<file path="src/rtl/dbg_runstop_pkg.sv">
package dbg_runstop_pkg;

    typedef enum logic [2:0] {
        CAUSE_NONE = 3'd0,
        CAUSE_CMD  = 3'd1,
        CAUSE_BRK  = 3'd2,
        CAUSE_CODE = 3'd3,
        CAUSE_DATA = 3'd4
    } stop_cause_e;

    typedef enum logic [1:0] {
        ACC_OFF   = 2'd0,
        ACC_READ  = 2'd1,
        ACC_WRITE = 2'd2,
        ACC_BOTH  = 2'd3
    } acc_sel_e;

    typedef enum logic [1:0] {
        ST_RUN    = 2'd0,
        ST_RESUME = 2'd1,
        ST_HALT   = 2'd2
    } run_state_e;

endpackage

</file>
<file path="src/rtl/dbg_code_cmp.sv">
module dbg_code_cmp #(
    parameter int AW     = 16,
    parameter int NUM_BP = 4,
    parameter int SEL_W  = 3
) (
    input  logic             clk,
    input  logic             rst_n,
    input  logic             cfg_we,
    input  logic [SEL_W-1:0] cfg_sel,
    input  logic [AW-1:0]    cfg_addr,
    input  logic             cfg_enable,
    input  logic             fetch_valid,
    input  logic [AW-1:0]    pc,
    output logic             code_hit
);

    logic [NUM_BP-1:0] hit_vec;

    for (genvar g = 0; g < NUM_BP; g++) begin : g_slot
        logic [AW-1:0] bp_addr_q;
        logic          bp_en_q;

        always_ff @(posedge clk or negedge rst_n) begin
            if (!rst_n) begin
                bp_addr_q <= '0;
                bp_en_q   <= 1'b0;
            end else if (cfg_we && (cfg_sel == SEL_W'(g))) begin
                bp_addr_q <= cfg_addr;
                bp_en_q   <= cfg_enable;
            end
        end

        assign hit_vec[g] = fetch_valid && bp_en_q && (pc == bp_addr_q);
    end

    assign code_hit = |hit_vec;

endmodule

</file>
<file path="src/rtl/dbg_data_cmp.sv">
module dbg_data_cmp
    import dbg_runstop_pkg::*;
#(
    parameter int AW        = 16,
    parameter int SEL_W     = 3,
    parameter int ADDR_SLOT = 4
) (
    input  logic             clk,
    input  logic             rst_n,
    input  logic             cfg_we,
    input  logic [SEL_W-1:0] cfg_sel,
    input  logic [AW-1:0]    cfg_addr,
    input  logic [1:0]       cfg_ctl,
    input  logic             da_valid,
    input  logic             da_write,
    input  logic [AW-1:0]    da_addr,
    output logic             data_hit
);

    localparam int MASK_SLOT = ADDR_SLOT + 1;

    logic [AW-1:0] addr_q;
    logic [AW-1:0] mask_q;
    acc_sel_e      sel_q;
    logic [1:0]    sel_bits;
    logic          type_ok;

    always_ff @(posedge clk or negedge rst_n) begin
        if (!rst_n) begin
            addr_q <= '0;
            mask_q <= '1;
            sel_q  <= ACC_OFF;
        end else if (cfg_we) begin
            if (cfg_sel == SEL_W'(ADDR_SLOT)) begin
                addr_q <= cfg_addr;
                sel_q  <= acc_sel_e'(cfg_ctl);
            end else if (cfg_sel == SEL_W'(MASK_SLOT)) begin
                mask_q <= cfg_addr;
            end
        end
    end

    assign sel_bits = sel_q;
    assign type_ok  = da_write ? sel_bits[1] : sel_bits[0];
    assign data_hit = da_valid && type_ok && (((da_addr ^ addr_q) & mask_q) == '0);

endmodule

</file>
<file path="src/rtl/dbg_runstop_fsm.sv">
module dbg_runstop_fsm
    import dbg_runstop_pkg::*;
(
    input  logic        clk,
    input  logic        rst_n,
    input  logic        dbg_en,
    input  logic        cmd_run,
    input  logic        cmd_stop,
    input  logic        brk_exec,
    input  logic        fetch_valid,
    input  logic        code_hit,
    input  logic        data_hit,
    output logic        halt,
    output stop_cause_e cause
);

    run_state_e  state_q, state_d;
    stop_cause_e cause_q, cause_d;
    stop_cause_e req;
    logic        code_armed;

    assign code_armed = (state_q != ST_RESUME);

    always_comb begin
        if (cmd_stop)                     req = CAUSE_CMD;
        else if (brk_exec)                req = CAUSE_BRK;
        else if (code_hit && code_armed)  req = CAUSE_CODE;
        else if (data_hit)                req = CAUSE_DATA;
        else                              req = CAUSE_NONE;
    end

    always_comb begin
        state_d = state_q;
        cause_d = cause_q;
        unique case (state_q)
            ST_RUN, ST_RESUME: begin
                if (!dbg_en) begin
                    state_d = ST_RUN;
                    cause_d = CAUSE_NONE;
                end else if (req != CAUSE_NONE) begin
                    state_d = ST_HALT;
                    cause_d = req;
                end else if ((state_q == ST_RESUME) && fetch_valid) begin
                    state_d = ST_RUN;
                end
            end
            ST_HALT: begin
                if (!dbg_en) begin
                    state_d = ST_RUN;
                    cause_d = CAUSE_NONE;
                end else if (cmd_run) begin
                    state_d = ST_RESUME;
                    cause_d = CAUSE_NONE;
                end
            end
            default: begin
                state_d = ST_RUN;
                cause_d = CAUSE_NONE;
            end
        endcase
    end

    always_ff @(posedge clk or negedge rst_n) begin
        if (!rst_n) begin
            state_q <= ST_RUN;
            cause_q <= CAUSE_NONE;
        end else begin
            state_q <= state_d;
            cause_q <= cause_d;
        end
    end

    always_comb begin
        halt  = (state_q == ST_HALT);
        cause = cause_q;
    end

endmodule

</file>
<file path="src/rtl/dbg_runstop.sv">
module dbg_runstop
    import dbg_runstop_pkg::*;
#(
    parameter int  AW          = 16,
    parameter int  NUM_CODE_BP = 4,
    localparam int SEL_W       = $clog2(NUM_CODE_BP + 2)
) (
    input  logic             clk,
    input  logic             rst_n,
    input  logic             dbg_en,
    input  logic             brk_exec,
    input  logic             fetch_valid,
    input  logic [AW-1:0]    pc,
    input  logic             da_valid,
    input  logic             da_write,
    input  logic [AW-1:0]    da_addr,
    input  logic             cmd_run,
    input  logic             cmd_stop,
    input  logic             cfg_we,
    input  logic [SEL_W-1:0] cfg_sel,
    input  logic [AW-1:0]    cfg_addr,
    input  logic [1:0]       cfg_ctl,
    output logic             halt,
    output logic [2:0]       stop_cause
);

    logic        code_hit;
    logic        data_hit;
    stop_cause_e cause_w;

    dbg_code_cmp #(
        .AW     (AW),
        .NUM_BP (NUM_CODE_BP),
        .SEL_W  (SEL_W)
    ) u_code (
        .clk         (clk),
        .rst_n       (rst_n),
        .cfg_we      (cfg_we),
        .cfg_sel     (cfg_sel),
        .cfg_addr    (cfg_addr),
        .cfg_enable  (cfg_ctl[0]),
        .fetch_valid (fetch_valid),
        .pc          (pc),
        .code_hit    (code_hit)
    );

    dbg_data_cmp #(
        .AW        (AW),
        .SEL_W     (SEL_W),
        .ADDR_SLOT (NUM_CODE_BP)
    ) u_data (
        .clk      (clk),
        .rst_n    (rst_n),
        .cfg_we   (cfg_we),
        .cfg_sel  (cfg_sel),
        .cfg_addr (cfg_addr),
        .cfg_ctl  (cfg_ctl),
        .da_valid (da_valid),
        .da_write (da_write),
        .da_addr  (da_addr),
        .data_hit (data_hit)
    );

    dbg_runstop_fsm u_fsm (
        .clk         (clk),
        .rst_n       (rst_n),
        .dbg_en      (dbg_en),
        .cmd_run     (cmd_run),
        .cmd_stop    (cmd_stop),
        .brk_exec    (brk_exec),
        .fetch_valid (fetch_valid),
        .code_hit    (code_hit),
        .data_hit    (data_hit),
        .halt        (halt),
        .cause       (cause_w)
    );

    assign stop_cause = cause_w;

endmodule

</file>
<file path="config.mk">
export PLATFORM = sky130hd
export DESIGN_NAME = dbg_runstop
export DESIGN_NICKNAME = d
export VERILOG_FILES = /design/src/rtl/dbg_runstop_pkg.sv /design/src/rtl/dbg_code_cmp.sv /design/src/rtl/dbg_data_cmp.sv /design/src/rtl/dbg_runstop_fsm.sv /design/src/rtl/dbg_runstop.sv
export SDC_FILE = /design/constraint.sdc
export NUM_CORES = 1
export LEC_CHECK = 0
export ABC_CLOCK_PERIOD_IN_PS = 2430
export BUFFER_PORTS_ARGS = -buffer_cell sky130_fd_sc_hd__buf_2
export CAP_MARGIN = 10
export CORE_MARGIN = 8
export CORE_UTILIZATION = 35
export CTS_CLUSTER_DIAMETER = 40
export DETAILED_ROUTE_END_ITERATION = 12
export SYNTH_ARGS = -nofsm -noshare
export SYNTH_HDL_FRONTEND = slang
export SYNTH_SLANG_ARGS = --single-unit
</file>
<file path="constraint.sdc">
create_clock -name clk -period 2.43 [get_ports clk]
set_clock_uncertainty 0.15 [all_clocks]
set_input_delay 0 -clock clk [delete_from_list [all_inputs] [get_ports clk]]
set_output_delay 0 -clock clk [all_outputs]
set_load 0.1 [all_outputs]
</file>
==> flow_metrics.env, run 1 <==
export IMPL_grt_max_degree=50
export IMPL_coreArea_um2=14400
export IMPL_async_flop_share=1.00
export IMPL_yosysSeqAreaShare=0.529
export IMPL_drv_slew=0
export IMPL_p_per_area_nw_per_um2=798
export IMPL_clk_path_buf_depth=2
export IMPL_synth_edf_count=0
export IMPL_clk_pin_slew_ns=0.07
export IMPL_yosysTopAreaCell="dfrtp_1"
export IMPL_synth_nets=439
export IMPL_antenna_left=0
export IMPL_hpwl_mm=9.05
export IMPL_max_slew_margin=0.567
export IMPL_peakVddDrop_mv=0.383
export IMPL_die_area_um2=18700
export IMPL_grt_pass1_vias=3699
export IMPL_htreeDepth=3
export IMPL_syn_inst=376
export IMPL_outcome="completed"
export IMPL_worstPathArrival_ns=2.28
export IMPL_finalHoldViolations=0
export IMPL_ys_flop_type="dfrtp_1"
export IMPL_wire_per_inst_um=18.4
export IMPL_drc_errors=0
export IMPL_period_share=0.909
export IMPL_synthToLayoutAreaGrowth_pct=22.9
export IMPL_die_width_um=137
export IMPL_antenna_found_initial=1
export IMPL_dieHeight_um=137
export IMPL_crit_type="flip-flop to flip-flop"
export IMPL_start_kind="flip-flop"
export IMPL_cp_required_ns=2.50
export IMPL_grt_overflow=0
export IMPL_maxCapViolCount=0
export IMPL_grt_total_usage=0.140
export IMPL_gp_congestion=0.779
export IMPL_post_dp_cell_area_um2=5690
export IMPL_critPathLaunch="u_data.addr_q[3]"
export IMPL_nNetsFinal=542
export IMPL_finalInstanceArea_um2=6260
export IMPL_layout_drive_gt1_share=0.426
export IMPL_rows=44
export IMPL_setup_viol=0
export IMPL_io_buffers=66
export IMPL_clk_latency_ns=0.35
export IMPL_vias_per_cell=4.98
export IMPL_grt_pass1_wl_mm=20.0
export IMPL_wl_mm=12.3
export IMPL_r2r_start="u_data.addr_q[3]"
export IMPL_vias=3329
export IMPL_drtIter0Drc=155
export IMPL_min_period_ns=2.21
export IMPL_numCtsBuffers=9
export IMPL_crit_path_end_kind="flip-flop"
export IMPL_power_leakage_nw=2.68
export IMPL_tightest_slew_ns=0.649
export IMPL_rsz0062_at_grt="false"
export IMPL_syn_area_um2=5100
export IMPL_synth_area_top_cells="dfrtp_1 (45%), mux2_2 (20%), xor2_1 (9.3%)"
export IMPL_drt_pass1_iterations=4
export IMPL_crit_fanout=5
export IMPL_ys_types=40
export IMPL_syn_avg_cell_area_um2=13.6
export IMPL_root_buffer="clkbuf_16"
export IMPL_ys_ff_latch=107
export IMPL_ios=67
export IMPL_cts_sinks=107
export IMPL_yosys_warnings=0
export IMPL_setup_tns_ns=0
export IMPL_n_antenna_cell=0
export IMPL_min_path_type="input port to async pin"
export IMPL_cts_setup_buffers=0
export IMPL_cts_tree="yes"
export IMPL_fill_cells=1343
export IMPL_start_util=0.355
export IMPL_fmax_ghz=0.453
export IMPL_synth_top_area_frac=0.447
==> stage by stage <==
step,worst slack [ns],utilization,total power [W],hold slack [ns],instances
2_1_floorplan,0.223,-,0.00313,-0.446,376
5_1_grt,0.0962,0.436,0.00527,0.103,668
4_1_cts,0.108,0.436,0.00505,0.0761,668
6_report,0.221,0.436,0.00500,0.0641,668
3_5_place_dp,0.119,0.396,0.00349,-0.0853,627
3_3_place_gp,0.180,0.396,0.00344,-0.0930,627
==> layout make-up <==
class	instances	area, um^2	share of cell area
sequential	107	2700	0.431
tap	184	230	0.0367
inverter	5	18.8	0.00300
multi-input combinational	255	2340	0.374
clock buffer	13	270	0.0431
clock inverter	3	45.0	0.00719
timing repair buffer	101	658	0.105
==> final timing paths <==
check | endpoint | cells past startpoint | slack (ns)
worst max-delay path | u_fsm.cause[0] | 6 | 0.22
worst min-delay path | u_data.addr_q[2] | 2 | 0.06
worst max register to register | u_fsm.cause[0] | 6 | 0.22
worst min register to register | u_code.g_slot[0].bp_addr_q[9] | 1 | 0.36
max in group asynchronous | u_data.mask_q[15] | 3 | 1.29
min in group clk | u_fsm.cause[2] | 7 | 0.15
==> cells in the final DEF, fill, tap and decap left out, types with 2 or more instances in the layout <==
cell / Yosys / final
a22oi_1: 7 / 7
nand2b_1: 2 / 2
xor2_1: 54 / 54
nor4_1: 11 / 11
nand4_1: 9 / 9
mux2_2: 90 / 90
buf_2: 6 / 65
nor2_1: 3 / 3
nor3_1: 2 / 2
dfrtp_1: 91 / 91
inv_1: 5 / 5
dlygate4sd3_1: 0 / 25
buf_4: 1 / 11
o21ai_0: 2 / 2
mux2_1: 12 / 12
a2bb2oi_1: 2 / 2
xnor2_1: 26 / 26
nand2_1: 6 / 6
clkbuf_16: 0 / 9
clkinvlp_4: 0 / 2
dfstp_2: 16 / 16
nand3_1: 7 / 7
clkbuf_8: 0 / 3
==> power breakdown <==
group | switching (W) | internal [W] | leakage (nW)
registers | 0.000238 | 0.00220 | 1.27
logic | 0.000470 | 0.000567 | 1.27
clock network | 0.000638 | 0.000884 | 0.148
total | 0.00134 | 0.00366 | 2.68
==> per-layer routing <==
layer | GRT usage | up-vias | share of wire
met1 | 0.178 | 1690 | 0.46
met4 | 0.0549 | 2 | 0.020
met5 | 0 | - | 0.00081
met2 | 0.226 | 73 | 0.48
li1 | - | 1546 | -
met3 | 0.0323 | 18 | 0.045
==> what timing repair did <==
action                                 4_1_cts  5_1_grt
hold buffers                                25        0
setup endpoints to repair                    0        2
resized for setup                            0        1
endpoints found under the hold margin      152        0
==> kinds of logic (layout without fill, tap and decap cells) <==
kind of cell | Yosys count | in the layout | share of synthesized area
compound gates | 19 | 19 | 0.0302
mux | 103 | 103 | 0.227
simple gates | 53 | 53 | 0.0633
xor+xnor | 80 | 80 | 0.137
flops | 107 | 107 | 0.529
buf+inv | 14 | 122 | 0.0125
==> worst max-delay path, cell delays in order, from the launching register on <==
cell	delay, ns
dfrtp_1	0.39
xor2_1	0.17
a2111oi_2	0.42
nand3_1	0.27
nor3_4	0.36
a2bb2oi_1	0.24
o31ai_2	0.09
==> synthesized netlist by cell type, drive strengths merged, types with 2 or more instances <==
| cell | count |
|---|---|
| mux2 | 102 |
| dfrtp | 91 |
| xor2 | 54 |
| xnor2 | 26 |
| dfstp | 16 |
| nor4 | 11 |
| nand4 | 9 |
| nand3 | 8 |
| a22oi | 7 |
| buf | 7 |
| nand2 | 6 |
| inv | 5 |
| nor2 | 4 |
| nor3 | 4 |
| o21ai | 3 |
| a2bb2oi | 2 |
| clkbuf | 2 |
| nand2b | 2 |
| nor2b | 2 |
==> sequential cells by signal (all words and copies together) (netlist names) <==
name                     cells
u_data.mask_q               16
u_fsm.cause                  3
u_fsm.state_q                2
u_code.g_slot.bp_en_q        4
u_code.g_slot.bp_addr_q     64
u_data.addr_q               16
u_data.sel_bits              2
(Power assumes the default switching activity.)
==> inputs of run 2 (changes only) <==
--- a/config.mk
+++ b/config.mk
@@ -5,7 +5,7 @@
 export SDC_FILE = /design/constraint.sdc
 export NUM_CORES = 1
 export LEC_CHECK = 0
-export ABC_CLOCK_PERIOD_IN_PS = 2430
+export ABC_CLOCK_PERIOD_IN_PS = 2700
 export BUFFER_PORTS_ARGS = -buffer_cell sky130_fd_sc_hd__buf_2
 export CAP_MARGIN = 10
 export CORE_MARGIN = 8
==> constraint.sdc (replaced) <==
create_clock -name clk -period 2.7 [get_ports clk]
set_clock_uncertainty 0.15 [all_clocks]
set_input_delay 0 -clock clk [delete_from_list [all_inputs] [get_ports clk]]
set_output_delay 0 -clock clk [all_outputs]
set_load 0.1 [all_outputs]
==> run 2 against run 1 <==
Compared with the run above: worst setup slack better by 0.11 ns; clock power is 20% lower; die area stayed put; fmax is 6.9% lower; critical path type unchanged; largest power group unchanged.
==> flow_metrics.env, run 2 (synthesized netlist as in run 1, its figures left out) <==
export IMPL_clk_path_buf_depth=2
export IMPL_grt_max_degree=46
export IMPL_finalInstanceArea_um2=6200
export IMPL_finalHoldViolations=0
export IMPL_setup_tns_ns=0
export IMPL_nNetsFinal=540
export IMPL_antenna_found_initial=0
export IMPL_start_kind="flip-flop"
export IMPL_cp_required_ns=2.76
export IMPL_min_period_ns=2.37
export IMPL_outcome="completed"
export IMPL_die_area_um2=18700
export IMPL_peakVddDrop_mv=0.389
export IMPL_dieHeight_um=137
export IMPL_grt_total_usage=0.136
export IMPL_maxCapViolCount=0
export IMPL_cts_setup_buffers=0
export IMPL_min_path_type="input port to async pin"
export IMPL_fmax_ghz=0.422
export IMPL_setup_slack_ns=0.329
export IMPL_rrSetupSlack_ns=0.33
export IMPL_pre_cts_slack_ns=0.314
export IMPL_drv_slew=0
export IMPL_largest_reg_flops=64
export IMPL_wire_per_inst_um=18.0
export IMPL_worstPathArrival_ns=2.43
export IMPL_layout_drive_gt1_share=0.421
export IMPL_synthToLayoutAreaGrowth_pct=21.7
export IMPL_crit_type="flip-flop to flip-flop"
export IMPL_post_dp_cell_area_um2=5680
export IMPL_crit_fanout=5
export IMPL_max_slew_margin=0.292
export IMPL_rsz0062_at_grt="false"
export IMPL_numCtsBuffers=9
export IMPL_clk_latency_ns=0.35
export IMPL_crit_path_end_kind="flip-flop"
export IMPL_root_buffer="clkbuf_16"
export IMPL_start_util=0.355
export IMPL_tightest_slew_ns=1.06
export IMPL_setup_viol=0
export IMPL_grt_overflow=0
export IMPL_hpwl_mm=8.97
export IMPL_p_total_w=0.00433
export IMPL_power_leakage_nw=2.64
export IMPL_final_cell_mix="dfrtp_1 (91), mux2_2 (90), buf_2 (65)"
export IMPL_htreeDepth=3
export IMPL_period_share=0.878
export IMPL_clk_pin_slew_ns=0.07
export IMPL_layout_commonest_cell="dfrtp_1"
export IMPL_grt_pass1_vias=3627
export IMPL_regMostFlops="u_code.g_slot.bp_addr_q"
export IMPL_critPathLaunch="u_data.addr_q[3]"
export IMPL_rows=44
export IMPL_drtIter0Drc=142
export IMPL_die_width_um=137
export IMPL_n_antenna_cell=0
export IMPL_cts_tree="yes"
export IMPL_io_buffers=66
export IMPL_r2r_end="u_fsm.cause[0]"
export IMPL_ios=67
export IMPL_wl_mm=12.0
export IMPL_cts_sinks=107
export IMPL_reg2reg_depth=6
export IMPL_grt_pass1_wl_mm=19.4
export IMPL_reg_top3="u_code.g_slot.bp_addr_q (64), u_data.addr_q (16), u_data.mask_q (16)"
export IMPL_drt_pass1_iterations=4
export IMPL_vias_per_cell=4.85
export IMPL_r2r_start="u_data.addr_q[3]"
export IMPL_vias=3230
export IMPL_gp_congestion=0.819
export IMPL_coreArea_um2=14400
export IMPL_p_per_area_nw_per_um2=698
export IMPL_antenna_left=0
export IMPL_drc_errors=0
export IMPL_holdWs_ns=0.0485
[run 2: changes by cell type in the layout (fill, tap and decap cells not counted), sizes merged]
cell,change
clkbuf,-1
buf,-2
bufinv,-1
clkinvlp,+1
clkinv,+1
[run 2: where the power goes]
| group | internal, W | total, W | switching [W] | leakage [nW] |
|---|---|---|---|---|
| clock | 0.000650 | 0.00121 | 0.000560 | 0.125 |
| sequential | 0.00198 | 0.00220 | 0.000214 | 1.27 |
| combinational | 0.000509 | 0.000920 | 0.000411 | 1.25 |
| total | 0.00314 | 0.00433 | 0.00119 | 2.64 |
[run 2: area by class of cell]
| type | count | area [um^2] |
|---|---|---|
| clock buffers | 12 | 246 |
| clock inverters | 4 | 27.5 |
| fillers | 1342 | 8170 |
| inverters | 5 | 18.8 |
| multi-input cells | 255 | 2340 |
| flip-flops and latches | 107 | 2700 |
| well taps | 184 | 230 |
| repair buffers | 99 | 643 |
[run 2: what timing repair did]
| action | CTS | global route |
|---|---|---|
| hold buffers | 25 | 0 |
| endpoints found under the setup margin | 0 | 0 |
| resized for setup | 0 | 0 |
| hold endpoints to repair | 149 | 0 |
[run 2: worst max-delay path by stage]
stage / end / cells past startpoint
3_5_place_dp: u_fsm.cause[0] / 6
3_3_place_gp: u_fsm.cause[0] / 6
5_1_grt: u_fsm.cause[0] / 6
4_1_cts: u_fsm.cause[0] / 6
2_1_floorplan: u_fsm.cause[2] / 6
6_report: u_fsm.cause[0] / 6
[run 2: worst max-delay path: stages, from the launching register on]
cell and delay, ns:
dfrtp_1 0.39, xor2_1 0.17, a2111oi_2 0.44, nand3_1 0.25, nor3_2 0.47, a2bb2oi_1 0.27
o31ai_2 0.10
[run 2: routing by layer]
layer,routed length [um],share of wire,GRT usage
met5,0,0,0
met4,207,0.017,0.0409
met3,578,0.048,0.0363
met2,5760,0.48,0.225
met1,5460,0.46,0.171
[run 2: stage by stage]
| stage | utilization | instances |
|---|---|---|
| finish | 0.432 | 666 |
| global route | 0.432 | 666 |
| CTS | 0.432 | 666 |
| detailed placement | 0.395 | 625 |
| global placement | 0.395 | 625 |
| floorplan | - | 376 |
